File: src/rtl/radix4_smul_pkg.sv
package radix4_smul_pkg;

  // Control for one partial-product row, decoded from a multiplier bit group.
  typedef struct packed {
    logic neg;   // invert the selected multiple and add one
    logic one;   // select the multiplicand
    logic two;   // select twice the multiplicand
  } digit_sel_t;

endpackage

File: src/rtl/r4_digit_decode.sv
module r4_digit_decode
  import radix4_smul_pkg::*;
(
  input  logic [2:0]  grp_i,   // {y[2j+1], y[2j], y[2j-1]}
  output digit_sel_t  sel_o
);

  always_comb begin
    sel_o.neg = grp_i[2];
    sel_o.one = grp_i[1] ^ grp_i[0];
    sel_o.two = (~grp_i[2] & grp_i[1] & grp_i[0]) |
                (grp_i[2] & ~grp_i[1] & ~grp_i[0]);
  end

  // a digit has magnitude one or two, never both
  always_comb begin
    assert_sel_exclusive_R7: assert (!(sel_o.one && sel_o.two));
  end

endmodule

File: src/rtl/r4_row_form.sv
module r4_row_form
  import radix4_smul_pkg::*;
#(
  parameter int N   = 8,
  parameter int W   = 2 * N,
  parameter int POS = 0          // row index; the row starts at column 2*POS
)(
  input  logic [N-1:0] mcand_i,
  input  digit_sel_t   sel_i,
  output logic [W-1:0] row_o,
  output logic         cy_o       // +1 owed by a negative row
);

  localparam int MW  = N + 1;
  localparam int LSB = 2 * POS;

  logic [MW-1:0] mult;
  logic [MW-1:0] mult_x;

  always_comb begin
    if (sel_i.two)      mult = {mcand_i, 1'b0};
    else if (sel_i.one) mult = {mcand_i[N-1], mcand_i};
    else                mult = '0;
    mult_x = mult ^ {MW{sel_i.neg}};
  end

  always_comb begin
    row_o = '0;
    row_o[LSB +: MW] = {~mult_x[MW-1], mult_x[MW-2:0]};
    cy_o  = sel_i.neg;
  end

endmodule

File: src/rtl/csa_fold_chain.sv
module csa_fold_chain #(
  parameter int W = 16,
  parameter int K = 5            // operand count, at least 3
)(
  input  logic [W-1:0] ops_i [K],
  output logic [W-1:0] sum_o,
  output logic [W-1:0] car_o
);

  localparam int STG = K - 1;

  logic [W-1:0] s_v [STG];
  logic [W-1:0] c_v [STG];

  assign s_v[0] = ops_i[0];
  assign c_v[0] = ops_i[1];

  for (genvar k = 1; k < STG; k++) begin : g_stage
    logic [W-1:0] maj;
    assign s_v[k] = s_v[k-1] ^ c_v[k-1] ^ ops_i[k+1];
    assign maj    = (s_v[k-1] & c_v[k-1]) | (s_v[k-1] & ops_i[k+1]) |
                    (c_v[k-1] & ops_i[k+1]);
    assign c_v[k] = {maj[W-2:0], 1'b0};
  end

  assign sum_o = s_v[STG-1];
  assign car_o = c_v[STG-1];

endmodule

File: src/rtl/radix4_smul.sv
module radix4_smul
  import radix4_smul_pkg::*;
#(
  parameter int N       = 8,
  parameter bit OUT_REG = 1'b1
)(
  input  logic             clk,
  input  logic             rst_n,
  input  logic [N-1:0]     mcand_i,
  input  logic [N-1:0]     mplier_i,
  output logic [2*N-1:0]   prod_o
);

  localparam int W  = 2 * N;
  localparam int M  = N / 2;      // digit count
  localparam int K  = M + 1;      // rows plus the constant/carry operand

  // Fixed pattern that stands in for the dropped sign extension of every row.
  function automatic logic [W-1:0] sign_fix();
    logic [W-1:0] acc;
    acc = '0;
    for (int j = 0; j < M; j++)
      acc = acc - ({{(W-1){1'b0}}, 1'b1} << (N + 2 * j));
    return acc;
  endfunction

  localparam logic [W-1:0] SIGN_FIX = sign_fix();

  logic [N:0]   y_ext;
  digit_sel_t   sel   [M];
  logic [W-1:0] row   [M];
  logic [M-1:0] cy;
  logic [W-1:0] ops   [K];
  logic [W-1:0] fold_s;
  logic [W-1:0] fold_c;
  logic [W-1:0] prod_d;

  assign y_ext = {mplier_i, 1'b0};

  for (genvar j = 0; j < M; j++) begin : g_row
    r4_digit_decode u_dec (
      .grp_i (y_ext[2*j +: 3]),
      .sel_o (sel[j])
    );
    r4_row_form #(.N(N), .W(W), .POS(j)) u_row (
      .mcand_i (mcand_i),
      .sel_i   (sel[j]),
      .row_o   (row[j]),
      .cy_o    (cy[j])
    );
    if (j == 0) begin : g_first
      assign ops[0] = row[0];
    end else begin : g_rest
      // the previous row's +1 fills the free low slot of this row
      assign ops[j] = row[j] | ({{(W-1){1'b0}}, cy[j-1]} << (2 * j - 2));
    end
  end

  assign ops[M] = SIGN_FIX | ({{(W-1){1'b0}}, cy[M-1]} << (2 * M - 2));

  csa_fold_chain #(.W(W), .K(K)) u_fold (
    .ops_i (ops),
    .sum_o (fold_s),
    .car_o (fold_c)
  );

  always_comb begin
    prod_d = fold_s + fold_c;
  end

  if (OUT_REG) begin : g_reg
    localparam logic [N-1:0] MIN_IN  = {1'b1, {(N-1){1'b0}}};
    localparam logic [W-1:0] MAX_OUT = {2'b01, {(W-2){1'b0}}};

    logic [W-1:0] prod_q;

    always_ff @(posedge clk or negedge rst_n) begin
      if (!rst_n) prod_q <= '0;
      else        prod_q <= prod_d;
    end

    assign prod_o = prod_q;

    assert_zero_operand_R4: assert property (@(posedge clk) disable iff (!rst_n)
      ($past(rst_n) && ($past(mcand_i) == '0 || $past(mplier_i) == '0))
      |-> (prod_o == '0));

    assert_sign_rule_R5: assert property (@(posedge clk) disable iff (!rst_n)
      ($past(rst_n) && $past(mcand_i) != '0 && $past(mplier_i) != '0)
      |-> (prod_o[W-1] == ($past(mcand_i[N-1]) ^ $past(mplier_i[N-1]))));

    assert_peak_only_min_sq_R6: assert property (@(posedge clk) disable iff (!rst_n)
      (prod_o == MAX_OUT)
      |-> ($past(mcand_i) == MIN_IN && $past(mplier_i) == MIN_IN));
  end else begin : g_comb
    assign prod_o = prod_d;
  end

endmodule

File: config.mk
export PLATFORM = sky130hd
export DESIGN_NAME = radix4_smul
export DESIGN_NICKNAME = d
export VERILOG_FILES = /design/src/rtl/radix4_smul_pkg.sv /design/src/rtl/r4_digit_decode.sv /design/src/rtl/r4_row_form.sv /design/src/rtl/csa_fold_chain.sv /design/src/rtl/radix4_smul.sv
export SDC_FILE = /design/constraint.sdc
export NUM_CORES = 1
export LEC_CHECK = 0
export ABC_AREA = 1
export BUFFER_PORTS_ARGS = -buffer_cell sky130_fd_sc_hd__buf_4
export CORE_ASPECT_RATIO = 0.8
export CORE_MARGIN = 4
export CORE_UTILIZATION = 50
export CTS_BUF_LIST = sky130_fd_sc_hd__clkbuf_8
export DETAILED_ROUTE_END_ITERATION = 6
export PLACE_DENSITY = 0.82
export SYNTH_ARGS = -nofsm -noshare
export SYNTH_HDL_FRONTEND = slang
export SYNTH_SLANG_ARGS = --single-unit
export TNS_END_PERCENT = 5
File: constraint.sdc
create_clock -name clk -period 0.8 [get_ports clk]
set_input_delay 0.12 -clock clk [delete_from_list [all_inputs] [get_ports clk]]
set_output_delay 0.12 -clock clk [all_outputs]
set_load 0.01 [all_outputs]
==> results.txt <==
The flow ran to the end, but the final reports show violations. The checks that failed: negative setup slack. In this run the standard cell core region covers 5010 µm².

Placed wire-length estimate: 6110 µm. The largest family of logic cells by synthesized area was simple AND/OR/NAND/NOR gates. The CTS buffer count was 3.

The via density per instance is 5.37, and the average detailed-routed wire length per instance is 14.0 µm. Counting the fill cells in the layout gives 386. The gate count of the mapped netlist is 388. Counting both buffers and inverters, the worst setup path holds a total of 4. The floorplan has 23 rows. The run gives 0 as the sum of overflow across all layers after global routing. Data on the critical path arrives at its endpoint at 3.23 ns. For the final count of hold timing violations, the log shows 0.

For the number of antenna violations at the first check in global routing, the log shows 0. For the maximum number of pins on one net before global-route repair, the log shows 17. STA classifies the critical path endpoint as a register.

The mapped netlist covers 2590 µm². Total die area: 6410 µm². The synthesized design contains 16 register bits. Yosys printed 0 warnings. The die boundary width is 88.5 µm.

After detailed routing, the number of remaining DRC violations is 0. The tools report the first-pass GRT wire length as 12500 µm. The largest incremental delay on the critical path is 0.55 ns.

The die is 72.4 µm tall. After detailed placement, the design holds a cell count of 533. The largest vdd supply drop was 2750 µV; the synthesized area per cell was 6.68 µm². Data on the critical path is required at its endpoint by 0.93 ns. The number of different library cells used by synthesis comes to 28. Input and output buffers added on the ports amount to 33. Adder-cell area share of the yosys netlist: 24.5%. The worst hold path begins at mplier_i[1].

The critical path in this run is classified as in2reg. Once layout is complete, the cells apart from fillers number 538. The routed design could run at a clock period as short as 3.10 ns.

The longest clock path from root to sink contains 2 buffers. In this run, the number of DRC markers left after iteration 0 of detailed routing was 159. The static leakage is 0.00199 µW. The max-slew violation count was 0; the residual antenna-violating net count after detailed routing was 0. Worst hold path stage count: 3. 34 I/O pins were placed. The tools report the via count of the first global-routing pass as 2723. The logs give 1 for the H-tree depth reported by CTS and 5 for the detailed-router iteration count before antenna repair. The minimum setup slack in the final design was -2.30 ns.

Sorting the synthesized cells by area gives the leading types as sky130_fd_sc_hd__nand2_1 20%, sky130_fd_sc_hd__dfrtp_1 15%, sky130_fd_sc_hd__ha_1 14%. For the number of vias in the routed layout, the log shows 2891. Post-synthesis cell type with the largest combined area: sky130_fd_sc_hd__nand2_1.

The headroom to the max-slew limit came out at 73.9%. Sequential cells were found to cover 15.4% of the synthesized design area. Measured on the finished design, the core utilization comes to 73.9%. At the end of routability-driven placement, the weighted congestion stood at 0.923. Timing would allow up to 0.323 GHz. In the synthesized netlist, mux cells make up 0% of the area. Setup repair after global routing could not meet its margin everywhere. The synthesized netlist devotes 27.9% of its cell area to simple gates.

The layout overhead on the synthesized area works out to 42.7%. Largest fanout on the critical path: 5. For the global routing usage summed across all routing layers, the log shows 24.5%.

The critical path goes through buf_12 > clkinv_8 > nand2_8 > nand2_4 > nand2_4 > o211ai_1 > nand2_2 > fa_1 > inv_1 > fa_1 > inv_2 > fa_2 > ha_4 > or2_4 > nand3_2 > nand2_2 > xor2_1. Number of clock sinks seen by CTS: 16. The share of the synthesized netlist area taken by xor and xnor gates is 3.72%. Broken down by cell family, the worst path's largest delay share belongs to adder cells. The area fraction in compound gates after synthesis was 16.0%.

Max-cap violations in this run came to 0. STA classifies the critical path startpoint as an input port. The final layout contains 539 nets. Once the floorplan was initialized, standard cells occupied 51.8% of the core. Summed over its instances, the top area cell type makes up 20.0% of the synthesized netlist area. The tree is rooted in a sky130_fd_sc_hd__clkbuf_8.

Setup violations remaining at the end of the flow were counted as 30. TritonCTS built the clock tree. The cell with the largest stage delay on the worst path was sky130_fd_sc_hd__fa_2.

The net count of the mapped netlist is 449. Wires add up to 7540 µm. The transition time at the pin with the least slew margin is 0.390 ns. Power spread over the standard cell area amounts to 2860 nW/µm².

Of the available clock period, the critical path in the final layout requires 387%. The classification of the worst-slack hold path is in2reg. The register with the most flip-flops in the layout has 16 of them. Clock-pin slew was measured on the worst setup and hold paths at 0.06 ns. The run gives 0 as the number of antenna cells inserted.

Overall power: 10600 µW. Cells with a size suffix above 1 make up 34.2% of the layout. The worst hold path terminates at prod_o[0].
-- Yosys cell counts (all sizes together) --
cell / n
buf: 9
nor3: 1
clkinv: 1
nand3: 14
fa: 13
inv: 61
o211ai: 25
a21boi: 1
ha: 30
clkbuf: 2
xor2: 8
or2: 1
nand2: 144
a31oi: 3
dfrtp: 16
nor2: 17
a21oi: 8
xnor2: 3
o21ai: 28
nand4: 3
-- worst min-delay path: stages --
cell and delay (ns):
sky130_fd_sc_hd__buf_8 0.08, sky130_fd_sc_hd__buf_4 0.18, sky130_fd_sc_hd__xnor2_1 0.09
-- per-layer routing --
| metal | track usage (%) | part of all wire [%] | up-vias |
|---|---|---|---|
| li1 | - | - | 1428 |
| met2 | 40.4 | 47 | 97 |
| met3 | 3.29 | 6.7 | 10 |
| met1 | 35.6 | 45 | 1356 |
| met4 | 2.35 | 0.64 | 0 |
| met5 | 0 | 0 | - |
-- logic make-up after synthesis --
kind of cell	Yosys count
simple gates	180
buf+inv	73
compound gates	65
fa+ha+maj	43
flops	16
xor+xnor	11
-- final cells by class --
type	count	area (µm²)	share of cell area (%)
inverter	62	270	7.30
sequential	16	400	10.8
clock buffer	3	41.3	1.12
multi-input combinational	299	2090	56.5
timing repair buffer	96	818	22.1
tap	62	77.6	2.10
-- worst max path at each step --
stage                            from          to  slack [ns]  cells past startpoint
final                     mplier_i[3]  prod_o[11]       -2.30                     17
after global routing      mplier_i[3]  prod_o[13]       -2.44                     21
after CTS                 mplier_i[1]  prod_o[11]       -2.24                     17
after detailed placement  mplier_i[3]  prod_o[12]       -2.67                     19
after global placement    mplier_i[3]  prod_o[13]       -2.57                     21
after floorplan           mplier_i[5]  prod_o[11]       -2.44                     17
-- power by group --
part	switching, µW	internal, µW	leakage, µW
Clock	267	334	0.0000216
Combinational	4460	4120	0.00178
Sequential	159	1220	0.000188
-- what timing repair did --
| action | CTS | global route |
|---|---|---|
| pin swaps | 26 | 19 |
| hold buffers | 1 | 0 |
| gates resized for setup | 47 | 34 |
| buffers inserted | 0 | 1 |
| endpoints found under the hold margin | 16 | 0 |
| endpoints found under the setup margin | 31 | 31 |
-- per-stage QoR --
stage	TNS (ns)	setup WS [ns]	instance area, µm²	hold WS, ns
floorplan	-28.71	-2.44	2660	-0.176
global route	-29.30	-2.44	3700	0.282
CTS	-26.74	-2.24	3570	0.261
detailed placement	-32.20	-2.67	3350	-0.00521
global placement	-31.04	-2.57	3350	-0.0139
finish	-26.98	-2.30	3700	0.269
-- placed cells by master, fill, tap and decap left out, types with 9 or more instances in the layout --
cell and instances:
sky130_fd_sc_hd__ha_1 23, sky130_fd_sc_hd__o211ai_1 21, sky130_fd_sc_hd__inv_1 50, sky130_fd_sc_hd__buf_4 73, sky130_fd_sc_hd__nand2_1 117, sky130_fd_sc_hd__nand3_1 11
sky130_fd_sc_hd__buf_6 20, sky130_fd_sc_hd__nor2_1 10, sky130_fd_sc_hd__dfrtp_1 16, sky130_fd_sc_hd__o21ai_1 12, sky130_fd_sc_hd__o21ai_0 15, sky130_fd_sc_hd__fa_1 11
sky130_fd_sc_hd__nand2_2 17, sky130_fd_sc_hd__nand2_4 9
Note: power is estimated with default switching activity, not from simulation.
